===== src/rtl/wdt_pkg.sv =====
// Package: shared constants and helpers of the dual-mode watchdog.
// Assumes the counter is at least 15 bits so every interval fits.
package wdt_pkg;
    localparam logic       MODE_WD    = 1'b0;
    localparam logic       MODE_TMR   = 1'b1;
    localparam logic [3:0] KEY_FIRST  = 4'b1010;
    localparam logic [3:0] KEY_SECOND = 4'b0101;

    // Last count value before the event for a given interval select.
    function automatic logic [14:0] interval_last(input logic [1:0] sel);
        logic [14:0] last;
        case (sel)
            2'd0:    last = 15'd63;
            2'd1:    last = 15'd511;
            2'd2:    last = 15'd8191;
            default: last = 15'd32767;
        endcase
        return last;
    endfunction
endpackage


===== src/rtl/wdt_key_seq.sv =====
// wdt_key_seq: tracks the two-step clear key in watchdog mode.
// A first-key write opens a window of WIN_CYCLES system clocks. A
// second-key write inside the window completes the sequence; any other
// write or the window running out cancels it. Assumes arm_i is low
// whenever the block is not locked in watchdog mode.
module wdt_key_seq #(
    parameter int WIN_CYCLES = 16
) (
    input  logic       clk,
    input  logic       rst_n,
    input  logic       arm_i,
    input  logic       wr_i,
    input  logic [3:0] code_i,
    output logic       pending_o,
    output logic       done_o
);
    import wdt_pkg::*;

    localparam int WIN_W = $clog2(WIN_CYCLES + 1);
    localparam logic [WIN_W-1:0] WIN_LAST = WIN_W'(WIN_CYCLES - 1);

    logic             pending_q;
    logic [WIN_W-1:0] win_q;

    // Completion is recognised in the cycle of the second-key write.
    assign done_o    = wr_i && pending_q && (code_i == KEY_SECOND);
    assign pending_o = pending_q;

    // Window state: open, close or advance the pending sequence.
    always_ff @(posedge clk) begin
        if (!rst_n || !arm_i) begin
            pending_q <= 1'b0;
            win_q     <= '0;
        end else if (wr_i) begin
            if (code_i == KEY_FIRST) begin
                pending_q <= 1'b1;
                win_q     <= '0;
            end else begin
                pending_q <= 1'b0;
            end
        end else if (pending_q) begin
            if (win_q == WIN_LAST) begin
                pending_q <= 1'b0;
            end else begin
                win_q <= win_q + 1'b1;
            end
        end
    end
endmodule


===== src/rtl/wdt_counter.sv =====
// wdt_counter: the hidden interval counter. It advances on tick_i while
// running and flags a match when a tick arrives with the count at or past
// the last value of the selected interval. On a match it wraps to zero,
// unless hold_i keeps it at its value. A stopped counter reads zero.
module wdt_counter #(
    parameter int CNT_W = 15
) (
    input  logic       clk,
    input  logic       rst_n,
    input  logic       run_i,
    input  logic       tick_i,
    input  logic       clear_i,
    input  logic       hold_i,
    input  logic [1:0] sel_i,
    output logic       match_o
);
    import wdt_pkg::*;

    logic [CNT_W-1:0] cnt_q;
    logic [CNT_W-1:0] last;

    // Compare against the interval limit; >= covers a lowered interval.
    always_comb begin
        last    = CNT_W'(interval_last(sel_i));
        match_o = run_i && tick_i && (cnt_q >= last);
    end

    // Count register: clear, stop, wrap or advance.
    always_ff @(posedge clk) begin
        if (!rst_n || !run_i || clear_i) begin
            cnt_q <= '0;
        end else if (tick_i) begin
            if (match_o) begin
                cnt_q <= hold_i ? cnt_q : '0;
            end else begin
                cnt_q <= cnt_q + 1'b1;
            end
        end
    end
endmodule


===== src/rtl/wdt_flag.sv =====
// wdt_flag: sticky timer interrupt flag with write-1-to-clear. A set in the
// same cycle as a clear wins. The request output is the flag gated by the
// external interrupt enable.
module wdt_flag (
    input  logic clk,
    input  logic rst_n,
    input  logic set_i,
    input  logic clr_i,
    input  logic irq_en_i,
    output logic flag_o,
    output logic irq_o
);
    logic flag_q;

    // Flag register: set on a timer event, cleared by software.
    always_ff @(posedge clk) begin
        if (!rst_n) begin
            flag_q <= 1'b0;
        end else if (set_i) begin
            flag_q <= 1'b1;
        end else if (clr_i) begin
            flag_q <= 1'b0;
        end
    end

    assign flag_o = flag_q;
    assign irq_o  = flag_q & irq_en_i;
endmodule


===== src/rtl/dual_watchdog.sv =====
// dual_watchdog: top of the dual-mode watchdog / interval timer. It holds the
// control fields, applies the watchdog lock and routes counter events to
// either the reset pulse or the interrupt flag. Assumes tick_i is a one-cycle
// pulse already synchronised to clk.
module dual_watchdog #(
    parameter int CNT_W      = 15,
    parameter int WIN_CYCLES = 16
) (
    input  logic       clk,
    input  logic       rst_n,
    input  logic       tick_i,
    input  logic       lp_entry_i,
    input  logic       wr_i,
    input  logic       wr_enable_i,
    input  logic       wr_mode_i,
    input  logic [1:0] wr_intsel_i,
    input  logic [3:0] wr_clr_i,
    input  logic       irq_en_i,
    input  logic       flag_clr_i,
    output logic       sys_rst_o,
    output logic       irq_flag_o,
    output logic       irq_o
);
    import wdt_pkg::*;

    logic       en_q;
    logic       mode_q;
    logic [1:0] sel_q;
    logic       rst_q;
    logic       locked;
    logic       key_pending;
    logic       key_done;
    logic       cnt_match;
    logic       cnt_clear;
    logic       tmr_clr;
    logic       timeout;
    logic       tmr_event;

    // Decode of lock state and of the events that act on the counter.
    always_comb begin
        locked    = en_q && (mode_q == MODE_WD);
        tmr_clr   = wr_i && en_q && (mode_q == MODE_TMR) && wr_clr_i[0];
        cnt_clear = lp_entry_i || key_done || tmr_clr;
        timeout   = cnt_match && locked && !key_pending;
        tmr_event = cnt_match && en_q && (mode_q == MODE_TMR);
    end

    wdt_key_seq #(.WIN_CYCLES(WIN_CYCLES)) u_key (
        .clk       (clk),
        .rst_n     (rst_n),
        .arm_i     (locked),
        .wr_i      (wr_i && locked),
        .code_i    (wr_clr_i),
        .pending_o (key_pending),
        .done_o    (key_done)
    );

    wdt_counter #(.CNT_W(CNT_W)) u_cnt (
        .clk     (clk),
        .rst_n   (rst_n),
        .run_i   (en_q),
        .tick_i  (tick_i),
        .clear_i (cnt_clear),
        .hold_i  (key_pending),
        .sel_i   (sel_q),
        .match_o (cnt_match)
    );

    wdt_flag u_flag (
        .clk      (clk),
        .rst_n    (rst_n),
        .set_i    (tmr_event),
        .clr_i    (flag_clr_i),
        .irq_en_i (irq_en_i),
        .flag_o   (irq_flag_o),
        .irq_o    (irq_o)
    );

    // Control fields and reset pulse; a timeout returns to power-on state.
    always_ff @(posedge clk) begin
        if (!rst_n) begin
            en_q   <= 1'b0;
            mode_q <= MODE_WD;
            sel_q  <= 2'd0;
            rst_q  <= 1'b0;
        end else begin
            rst_q <= timeout;
            if (timeout) begin
                en_q   <= 1'b0;
                mode_q <= MODE_WD;
                sel_q  <= 2'd0;
            end else if (wr_i) begin
                sel_q <= wr_intsel_i;
                if (!locked) begin
                    en_q   <= wr_enable_i;
                    mode_q <= wr_mode_i;
                end
            end
        end
    end

    assign sys_rst_o = rst_q;
endmodule


===== config.mk =====
export PLATFORM = sky130hd
export DESIGN_NAME = dual_watchdog
export DESIGN_NICKNAME = d
export VERILOG_FILES = /design/src/rtl/wdt_pkg.sv /design/src/rtl/wdt_key_seq.sv /design/src/rtl/wdt_counter.sv /design/src/rtl/wdt_flag.sv /design/src/rtl/dual_watchdog.sv
export SDC_FILE = /design/constraint.sdc
export NUM_CORES = 1
export LEC_CHECK = 0
export BUFFER_PORTS_ARGS = -buffer_cell sky130_fd_sc_hd__buf_2
export CAP_MARGIN = 25
export CORE_ASPECT_RATIO = 0.6
export CORE_MARGIN = 3
export CORE_UTILIZATION = 55
export DETAILED_ROUTE_END_ITERATION = 16
export GPL_ROUTABILITY_DRIVEN = 1
export GPL_TIMING_DRIVEN = 0
export PLACE_DENSITY_LB_ADDON = 0.15
export SYNTH_ARGS = -nofsm -noshare
export SYNTH_HDL_FRONTEND = slang
export SYNTH_HIERARCHICAL = 1
export SYNTH_SLANG_ARGS = --single-unit

===== constraint.sdc =====
create_clock -name clk -period 2.69 [get_ports clk]
set_clock_uncertainty 0.2 [all_clocks]
set_input_delay 0.6725 -clock clk [delete_from_list [all_inputs] [get_ports clk]]
set_output_delay 0.6725 -clock clk [all_outputs]
set_load 0.02 [all_outputs]

==> results of run 1 <==
[stage by stage]
step | instances | setup TNS, ps | cell area [um2]
floorplan | 186 | 0 | 1630
global placement | 242 | 0 | 1760
detailed placement | 242 | -177 | 1760
CTS | 246 | 0 | 1810
global route | 246 | 0 | 1840
finish | 246 | 0 | 1840
[power by group through the flow]
stage / sequential (mW) / combinational (mW) / clock [mW]
after floorplan: 0.419 / 0.0328 / 0
after global placement: 0.421 / 0.0495 / 0
after detailed placement: 0.422 / 0.0522 / 0
after CTS: 0.413 / 0.0526 / 0.233
after global routing: 0.414 / 0.0606 / 0.259
final: 0.412 / 0.0553 / 0.229
[per-layer routing]
layer	GRT usage	vias to the layer above	wire [um]
met5	0	-	0
li1	-	743	-
met3	0.0609	4	345
met2	0.384	71	1840
met1	0.311	703	1910
met4	0.0650	0	25
[critical path, stage by stage, from the launching register on]
cell and delay (ps):
dfxtp_1 370, or4_1 550, a221o_1 380, a211o_1 250, nand3_1 150, a41o_2 320, buf_6 190, a21oi_1 60
[cell usage in the layout (no fill, tap or decap), drive strengths merged, types with 2 or more instances in the layout]
| master | n |
|---|---|
| inv | 8 |
| nand2b | 4 |
| nand4 | 5 |
| clkbuf | 4 |
| and3 | 6 |
| nand2 | 17 |
| and2 | 3 |
| a211o | 2 |
| or3 | 9 |
| nand3 | 8 |
| mux2i | 3 |
| a21oi | 20 |
| nor2b | 3 |
| nor3 | 4 |
| nor3b | 2 |
| or4 | 7 |
| o31ai | 6 |
| or2 | 3 |
| o211ai | 2 |
| o21ai | 8 |
| ha | 5 |
| nor2 | 8 |
| buf | 20 |
| dfxtp | 27 |
[worst paths after layout]
| kind | start | to | slack (ps) | depth (start not counted) |
|---|---|---|---|---|
| setup reg to reg | u_cnt/cnt_q[9]$_SDFFE_PP0P_ | u_cnt/cnt_q[14]$_SDFFE_PP0P_ | 100 | 7 |
| hold reg to reg | u_key/win_q[4]$_SDFFE_PP0P_ | u_key/win_q[4]$_SDFFE_PP0P_ | 290 | 2 |
| hold / removal | u_key/win_q[4]$_SDFFE_PP0P_ | u_key/win_q[4]$_SDFFE_PP0P_ | 290 | 2 |
| setup / recovery | u_cnt/cnt_q[9]$_SDFFE_PP0P_ | u_cnt/cnt_q[14]$_SDFFE_PP0P_ | 100 | 7 |
[area by class of cell]
type / instances / area share
Clock inverter: 1 / 0.00272
Sequential cell: 27 / 0.297
Tap cell: 40 / 0.0272
Clock buffer: 3 / 0.0225
Timing Repair Buffer: 16 / 0.0436
Multi-Input combinational cell: 146 / 0.560
Inverter: 8 / 0.0163
Buffer: 5 / 0.0313
[sequential cells by signal, summed over array words and instances (netlist names)]
name	flops
u_flag/flag_o	1
u_key/pending_o	1
u_key/win_q	5
sys_rst_o	1
u_cnt/cnt_q	15
en_q	1
mode_q	1
sel_q	2
[Yosys cell counts (all sizes together) (2+ instances only)]
master | n | area [um2]
or4 | 7 | 56.3
nor3 | 4 | 20.0
nor2b | 3 | 26.3
o21ai | 8 | 40.0
a21oi | 20 | 138
ha | 5 | 62.6
nand3 | 8 | 40.0
mux2i | 3 | 30.0
inv | 8 | 30.0
nand2 | 17 | 63.8
or3 | 9 | 60.1
buf | 4 | 50.0
o211ai | 2 | 15.0
and3 | 6 | 40.0
nand4 | 5 | 31.3
and2 | 3 | 20.0
a211o | 2 | 17.5
nor2 | 8 | 30.0
or2 | 3 | 21.3
nand2b | 4 | 25.0
dfxtp | 27 | 541
nor3b | 2 | 15.0
o31ai | 6 | 45.0
[kinds of logic after synthesis]
group	count (synthesis)	synth area share
flops	27	0.332
fa+ha+maj	5	0.0384
compound gates	51	0.233
buf+inv	13	0.0515
xor+xnor	1	0.00538
simple gates	85	0.315
mux	4	0.0253
==> results.md, run 1 <==
- Status: completed
- Slew @ Worst Pin: 505 ps
- Register bit total from synthesis: 27
- Ant diodes: 0
- Cts bufs inserted: 3
- Clock power frac: 0.329
- Cts hold-fix bufs: 0
- Fmax: 386 MHz
- Largest net degree at the start of global routing: 16
- Placed wire-length estimate: 3130 um
- Cell Rows: 14
- Worst EP required: 2650 ps
- Finished Core Util: 0.690
- Part of the power in registers: 0.592
- Initial Util: 0.612
- Worst-path clk slew: 90 ps
- CP endpoint kind: register
- Multi-input gate area: 0.00103 mm2
- Synthesized instance count: 186
- Pins Over Slew Limit: 0
- Final setup viols: 0
- Number of flops mapped to enable cells by yosys: 0
- TritonRoute pass-1 iters: 4
- WL/cell: 16.7 um
- Tightest Hold Check Type: register to register
- IO buf count: 16
- Synth Warn #: 6
- Initial antenna violation count: 0
- Power Internal: 0.530 mW
- Root buffer cell: clkbuf_8
- CTS tree: done
- Crit path launch type: register
- CP arrival: 2540 ps
- Final min period: 2590 ps
- Worst slack at placement: -40.4 ps
- Die Area: 0.00367 mm2
- Post-route ant nets: 0
- Synth Net Count: 206
- IO Pins: 18
- Switch share: 0.239
- Slew headroom: 0.659
- Final WL: 4120 um
- Comb power frac: 0.079
- Max VDD drop: 0.000210 V
- Post-route worst setup slack: 101 ps
- 1st-iter DRT viols: 136
- Core area: 0.00266 mm2
- Die width: 76.3 um
- Post-cts sizing count: 0
- Die height: 48.2 um
- Post-Synthesis Cell Area: 0.00163 mm2
- Worst-Skew Late Latency: 270 ps
- Layout Nets: 227
- Leakage: 0.636 nW
- Mean Syn Cell Area: 8.76 um2
- Syn-to-layout area delta: 12.8%
- WS Path Type: register to register
- Sw Pwr: 0.167 mW
- Fin Hold WS: 290 ps
- Ratio of cells with drive above 1 in the final layout: 0.272
- Power density over the cells: 379 mW/mm2
- Synth async-reset ratio: 0
- Drt drc: 0
- Gr ovfl total: 0
- GRT Total Usage: 0.232
- Final GP Congestion: 0.848
- Buffer count from post-CTS setup fixing: 0
- Crit-path max FO: 10
- RSZ-0062 raised after global routing: no
- Final hold vios: 0
- First-pass GRT wire length: 6620 um
- Max-cap violations: 0
- Number of global-route vias before repair: 1,413
- # fillers: 211
- Post-synthesis sequential area ratio: 0.332
- Netlist cell types: 55
- Clock Sinks: 27
- FF+latch area: 546 um2
- Pwr Total: 0.697 mW
- Clock buffer depth: 2
- H-tree depth: 1
- Synth Flop Type: dfxtp_1
- Via-per-instance ratio: 6.18
- Period utilization: 0.962
- Vias: 1,521
(Power assumes the default switching activity.)
==> inputs of run 2 (changes only) <==
- ABC_AREA: unset -> 1
==> results.md, run 2 <==
- Largest family of logic cells by synthesized area: simple AND/OR/NAND/NOR gates
- Vias: 1,689
- Synth Warn #: 6
- Post-route ant nets: 0
- Worst-path clk slew: 90 ps
- Share of the synthesized area in the top cell type: 0.311
- Finished Core Util: 0.650
- Mean Syn Cell Area: 6.29 um2
- Initial Util: 0.589
- Synth Flop Type: dfxtp_1
- H-tree depth: 1
- Final hold vios: 0
- Netlist cell types: 30
- Placed Instances: 334
- CP endpoint kind: register
- Number of flops mapped to enable cells by yosys: 0
- Post-synthesis sequential area ratio: 0.311
- RSZ-0062 raised after global routing: no
- Drt drc: 0
- Slowest stage delay, CP: 420 ps
- Worst-Skew Late Latency: 270 ps
- Ant diodes: 0
- Core area: 0.00295 mm2
- WS Path Type: register to register
- Clock Sinks: 27
- Fmax: 428 MHz
- Slew @ Worst Pin: 481 ps
- Synth Net Count: 296
- Critical Path End: sel_q[0]$_SDFFE_PP0P_
- TritonRoute pass-1 iters: 4
- Worst slack at placement: 309 ps
- R2R setup slack: 360 ps
- Final GP Congestion: 0.852
- Cell taking the most area after synthesis: dfxtp_1
- Critical Path Source: sel_q[0]$_SDFFE_PP0P_
- Area share of fa/ha/maj cells after synthesis: 0.0360
- Most frequent cells in the layout: nand2_1 (69), inv_1 (43), nor2_1 (31), nand3_1 (26), dfxtp_1 (26)
- Cts bufs inserted: 3
- Die height: 49.5 um
- R2R cell count: 15
- Period utilization: 0.868
- Slew headroom: 0.680
- XOR/XNOR Fraction of Synth Area: 0.0151
- Most common cell after layout, fill and taps aside: nand2_1
- # fillers: 288
- Placed wire-length estimate: 2890 um
- Die width: 78.5 um
- Post-synthesis mux area share: 0
- Pwr Total: 0.700 mW
- Final WL: 3730 um
- Post-route worst setup slack: 355 ps
- Max-cap violations: 0
- Post-Synthesis Cell Area: 0.00174 mm2
- Worst EP required: 2660 ps
- Via-per-instance ratio: 5.00
- Synthesized instance count: 276
- Crit-path cells: nand2_1 > ha_1 > nand2_1 > inv_1 > nand2_1 > nor2_1 > nand3_1 > nand2_2 > nand2_1 > inv_1 > nand2_2 > nor2_4 > inv_2 > nand2_2 > nor2_1
- CP arrival: 2310 ps
- Max FFs per register: 15
- Register bit total from synthesis: 27
- Crit-path max FO: 6
- Post-synthesis simple-gate area fraction: 0.411
- Crit path launch type: register
- Final setup viols: 0
- Cell mode on critical path: nand2_1
- Top-count cell post-synth: nand2_1
- Leakage: 0.818 nW
- Number of cells on the critical path: 15
- Pins Over Slew Limit: 0
- Layout Cells excl Fill: 338
- Commonest cells in the netlist: nand2_1 (69), inv_1 (43), nor2_1 (31)
- Layout Nets: 317
- Initial antenna violation count: 0
- GRT Total Usage: 0.210
- Die Area: 0.00389 mm2
- Tightest Hold Check Type: register to register
- Final min period: 2330 ps
- CTS tree: done
- Power density over the cells: 366 mW/mm2
- Syn-to-layout area delta: 10.3%
- R2r endpoint: sel_q[0]$_SDFFE_PP0P_
- Largest registers: u_cnt/cnt_q (15), u_key/win_q (5), sel_q (2)
- Status: completed
- Gr ovfl total: 0
- Largest net degree at the start of global routing: 15
- Cell Rows: 15
- IO buf count: 16
- First-pass GRT wire length: 6590 um
- Synth async-reset ratio: 0
- CP max-delay cell: dfxtp_1
- WP buf/inv: 3
- Setup TNS: 0 ps
- Root buffer cell: clkbuf_8
- 1st-iter DRT viols: 117
- IO Pins: 18
- Max VDD drop: 0.000400 V
- Reg-to-reg startpoint: sel_q[0]$_SDFFE_PP0P_
- Clock buffer depth: 2
- Post-synthesis compound-gate area fraction: 0.101
- WL/cell: 11.0 um
- Dominant cells by area after synthesis: dfxtp_1 (31%), nand2_1 (15%), inv_1 (9.3%)
- Worst path top cell family by delay: simple AND/OR/NAND/NOR gates
- Cts hold-fix bufs: 0
- Number of global-route vias before repair: 1,484
- Biggest register: u_cnt/cnt_q
- Ratio of cells with drive above 1 in the final layout: 0.145
[run 2: cell types whose count changed in the layout (fill, tap and decap cells not counted), moves of 5 or more]
cell     delta
a21oi_1     +8
nand3_1    +18
o21ai_1     -5
nand4_1     +6
nand2_2     +5
a21oi_2     -8
or3_1       -6
inv_1      +35
inv_2       +5
nor2_1     +23
nand2_1    +52
o31ai_1     -6
[run 2: routing by layer]
| metal | up-vias | track usage | wire length [um] |
|---|---|---|---|
| met5 | - | 0 | 0 |
| met4 | 0 | 0.0291 | 14 |
| met3 | 2 | 0.0456 | 282 |
| met2 | 46 | 0.307 | 1450 |
| met1 | 726 | 0.320 | 1990 |
| li1 | 915 | - | - |
[run 2: report_power, final]
part           internal (mW)  total (mW)  switching (mW)
combinational         0.0222      0.0600          0.0377
clock                  0.106       0.230           0.124
sequential             0.403       0.410         0.00701
total                  0.532       0.700           0.168
[run 2: cells by family (layout without fill, tap and decap cells)]
group	after synthesis	count (layout)
fa+ha+maj	5	5
simple gates	157	157
xor+xnor	3	3
flops	27	27
compound gates	30	30
buf+inv	54	74
[run 2: layout make-up]
type,count,area (um2),area share
Buffer,6,38.8,0.0202
Clock buffer,4,45.0,0.0235
Inverter,48,180,0.0941
Tap cell,42,52.6,0.0274
Timing Repair Buffer,16,80.1,0.0418
Sequential cell,27,542,0.283
Multi-Input combinational cell,195,977,0.510
[run 2: worst min-delay path, delay by kind of cell, from the launching register on]
kind	cells	cell delay (ps)
AOI/OAI and AO/OA	1	60
DFF	1	320
and+or+nand+nor	1	60
[run 2: worst min-delay path by stage]
stage	start	cells past startpoint	endpoint
floorplan	u_key/win_q[3]$_SDFFE_PP0P_	2	u_key/win_q[3]$_SDFFE_PP0P_
global placement	u_cnt/cnt_q[5]$_SDFFE_PP0P_	2	u_cnt/cnt_q[5]$_SDFFE_PP0P_
detailed placement	u_key/win_q[3]$_SDFFE_PP0P_	2	u_key/win_q[3]$_SDFFE_PP0P_
CTS	u_key/win_q[3]$_SDFFE_PP0P_	2	u_key/win_q[3]$_SDFFE_PP0P_
global route	u_cnt/cnt_q[5]$_SDFFE_PP0P_	2	u_cnt/cnt_q[5]$_SDFFE_PP0P_
finish	u_cnt/cnt_q[5]$_SDFFE_PP0P_	2	u_cnt/cnt_q[5]$_SDFFE_PP0P_
[run 2: per-stage QoR]
step | instance area (um2) | hold slack [ps]
after detailed placement | 1870 | 264
after global placement | 1870 | 258
after global routing | 1920 | 315
after floorplan | 1740 | 237
after CTS | 1910 | 288
final | 1920 | 283
[run 2: timing repair]
| action | in CTS | in global routing |
|---|---|---|
| resized for setup | 0 | 1 |
| setup buffers | 0 | 0 |
| endpoints found under the setup margin | 0 | 6 |
==> inputs of run 3 (changes only) <==
- BUFFER_PORTS_ARGS: -buffer_cell sky130_fd_sc_hd__buf_2 -> unset
- DONT_BUFFER_PORTS: unset -> 1
==> results.md, run 3 (synthesized netlist as in run 2, its figures left out) <==
- Status: completed
- Post-route worst setup slack: 256 ps
- Largest registers: u_cnt/cnt_q (15), u_key/win_q (5), sel_q (2)
- R2R setup slack: 260 ps
- Max VDD drop: 0.000227 V
- Pwr Total: 0.689 mW
- Die width: 78.5 um
- Hold path depth: 2
- CP endpoint kind: register
- Leakage: 0.750 nW
- Power density over the cells: 376 mW/mm2
- Worst slack at placement: 283 ps
- Switch share: 0.238
- First-pass GRT wire length: 6690 um
- Reg-to-reg startpoint: sel_q[1]$_SDFFE_PP0P_
- CTS tree: done
- Gr ovfl total: 0
- RSZ-0062 raised after global routing: no
- Final min period: 2430 ps
- Part of the power in registers: 0.594
- Fin Hold WS: 286 ps
- Period utilization: 0.905
- Placed wire-length estimate: 2980 um
- Cell Rows: 15
- Slew @ Worst Pin: 473 ps
- Tightest Hold Check Type: register to register
- Final WL: 3870 um
- Syn-to-layout area delta: 5.62%
- Worst-path clk slew: 90 ps
- Layout Nets: 301
- GRT Total Usage: 0.219
- Placed Instances: 318
- WS Path Type: register to register
- Clock power frac: 0.335
- 1st-iter DRT viols: 264
- Biggest register: u_cnt/cnt_q
- Buffer count from post-CTS setup fixing: 0
- IO Pins: 18
- Max FFs per register: 15
- Most frequent cells in the layout: nand2_1 (69), inv_1 (43), nor2_1 (31), dfxtp_1 (27), nand3_1 (26)
- Sw Pwr: 0.164 mW
- Layout Cells excl Fill: 322
- Core area: 0.00295 mm2
- Worst EP required: 2670 ps
- Cts hold-fix bufs: 0
- Largest net degree at the start of global routing: 15
- Die Area: 0.00389 mm2
- Ant diodes: 0
- CP arrival: 2420 ps
- Placed Area: 0.00179 mm2
- R2R cell count: 15
- Finished Core Util: 0.623
- Initial antenna violation count: 0
- Die height: 49.5 um
- IO buf count: 0
- Crit path launch type: register
- Root buffer cell: clkbuf_8
- Finished Cell Area: 0.00183 mm2
- Crit-path max FO: 9
- Pins Over Slew Limit: 0
- Drt drc: 0
- Hold path start: u_cnt/cnt_q[5]$_SDFFE_PP0P_
- Hold EP: u_cnt/cnt_q[5]$_SDFFE_PP0P_
- Final setup viols: 0
- WL/cell: 12.0 um
- TritonRoute pass-1 iters: 5
- Critical Path Source: sel_q[1]$_SDFFE_PP0P_
- Power Internal: 0.525 mW
- Initial Util: 0.589
- Ratio of cells with drive above 1 in the final layout: 0.0929
- Final GP Congestion: 0.848
- Max-cap violations: 0
- Post-cts sizing count: 0
- Vias: 1,708
- Clock buffer depth: 2
- Worst-Skew Late Latency: 270 ps
- R2r endpoint: en_q$_SDFFE_PP0P_
- Clock Sinks: 27
- Fmax: 411 MHz
- Number of global-route vias before repair: 1,520
- Most common cell after layout, fill and taps aside: nand2_1
- Via-per-instance ratio: 5.30
- Slew headroom: 0.684
- Post-route ant nets: 0
- Setup TNS: 0 ps
- Cts bufs inserted: 3
- Final hold vios: 0
- H-tree depth: 1
- Comb power frac: 0.070
[run 3: worst max-delay path by stage]
stage | to | slack [ps] | cells after the start
after global routing | sel_q[0]$_SDFFE_PP0P_ | 80 | 15
after CTS | en_q$_SDFFE_PP0P_ | 260 | 15
after floorplan | sel_q[1]$_SDFFE_PP0P_ | 580 | 15
after detailed placement | en_q$_SDFFE_PP0P_ | 280 | 15
after global placement | sel_q[1]$_SDFFE_PP0P_ | 290 | 15
final | en_q$_SDFFE_PP0P_ | 260 | 15
[run 3: layout make-up]
class / count / area (um2)
Sequential cell: 27 / 541
Fill cell: 290 / 1110
Multi-Input combinational cell: 195 / 977
Tap cell: 42 / 52.6
Buffer: 6 / 38.8
Clock buffer: 4 / 45.0
Inverter: 48 / 180
[run 3: critical path: stages, from the launching register on]
cell     delay (ps)
dfxtp_1         470
nand2_1         130
ha_1            310
nand2_1          50
inv_1            60
nand2_1          50
nor2_1          170
nand3_1         110
nand2_2         170
nand2_1         160
inv_1           120
nand2_2          80
nor2_4          100
nor2_2           50
nand2_1          60
inv_1            40
[run 3: power by group through the flow]
stage	sequential [mW]	clock (mW)	combinational [mW]
floorplan	0.418	0	0.0388
detailed placement	0.419	0	0.0475
CTS	0.410	0.241	0.0478
global route	0.411	0.253	0.0548
global placement	0.419	0	0.0466
finish	0.410	0.231	0.0483
[run 3: layer usage]
layer	part of all wire	up-vias	track usage
li1	-	884	-
met1	0.50	759	0.323
met2	0.40	60	0.307
met3	0.079	5	0.0493
met4	0.015	0	0.0872
met5	0	-	0
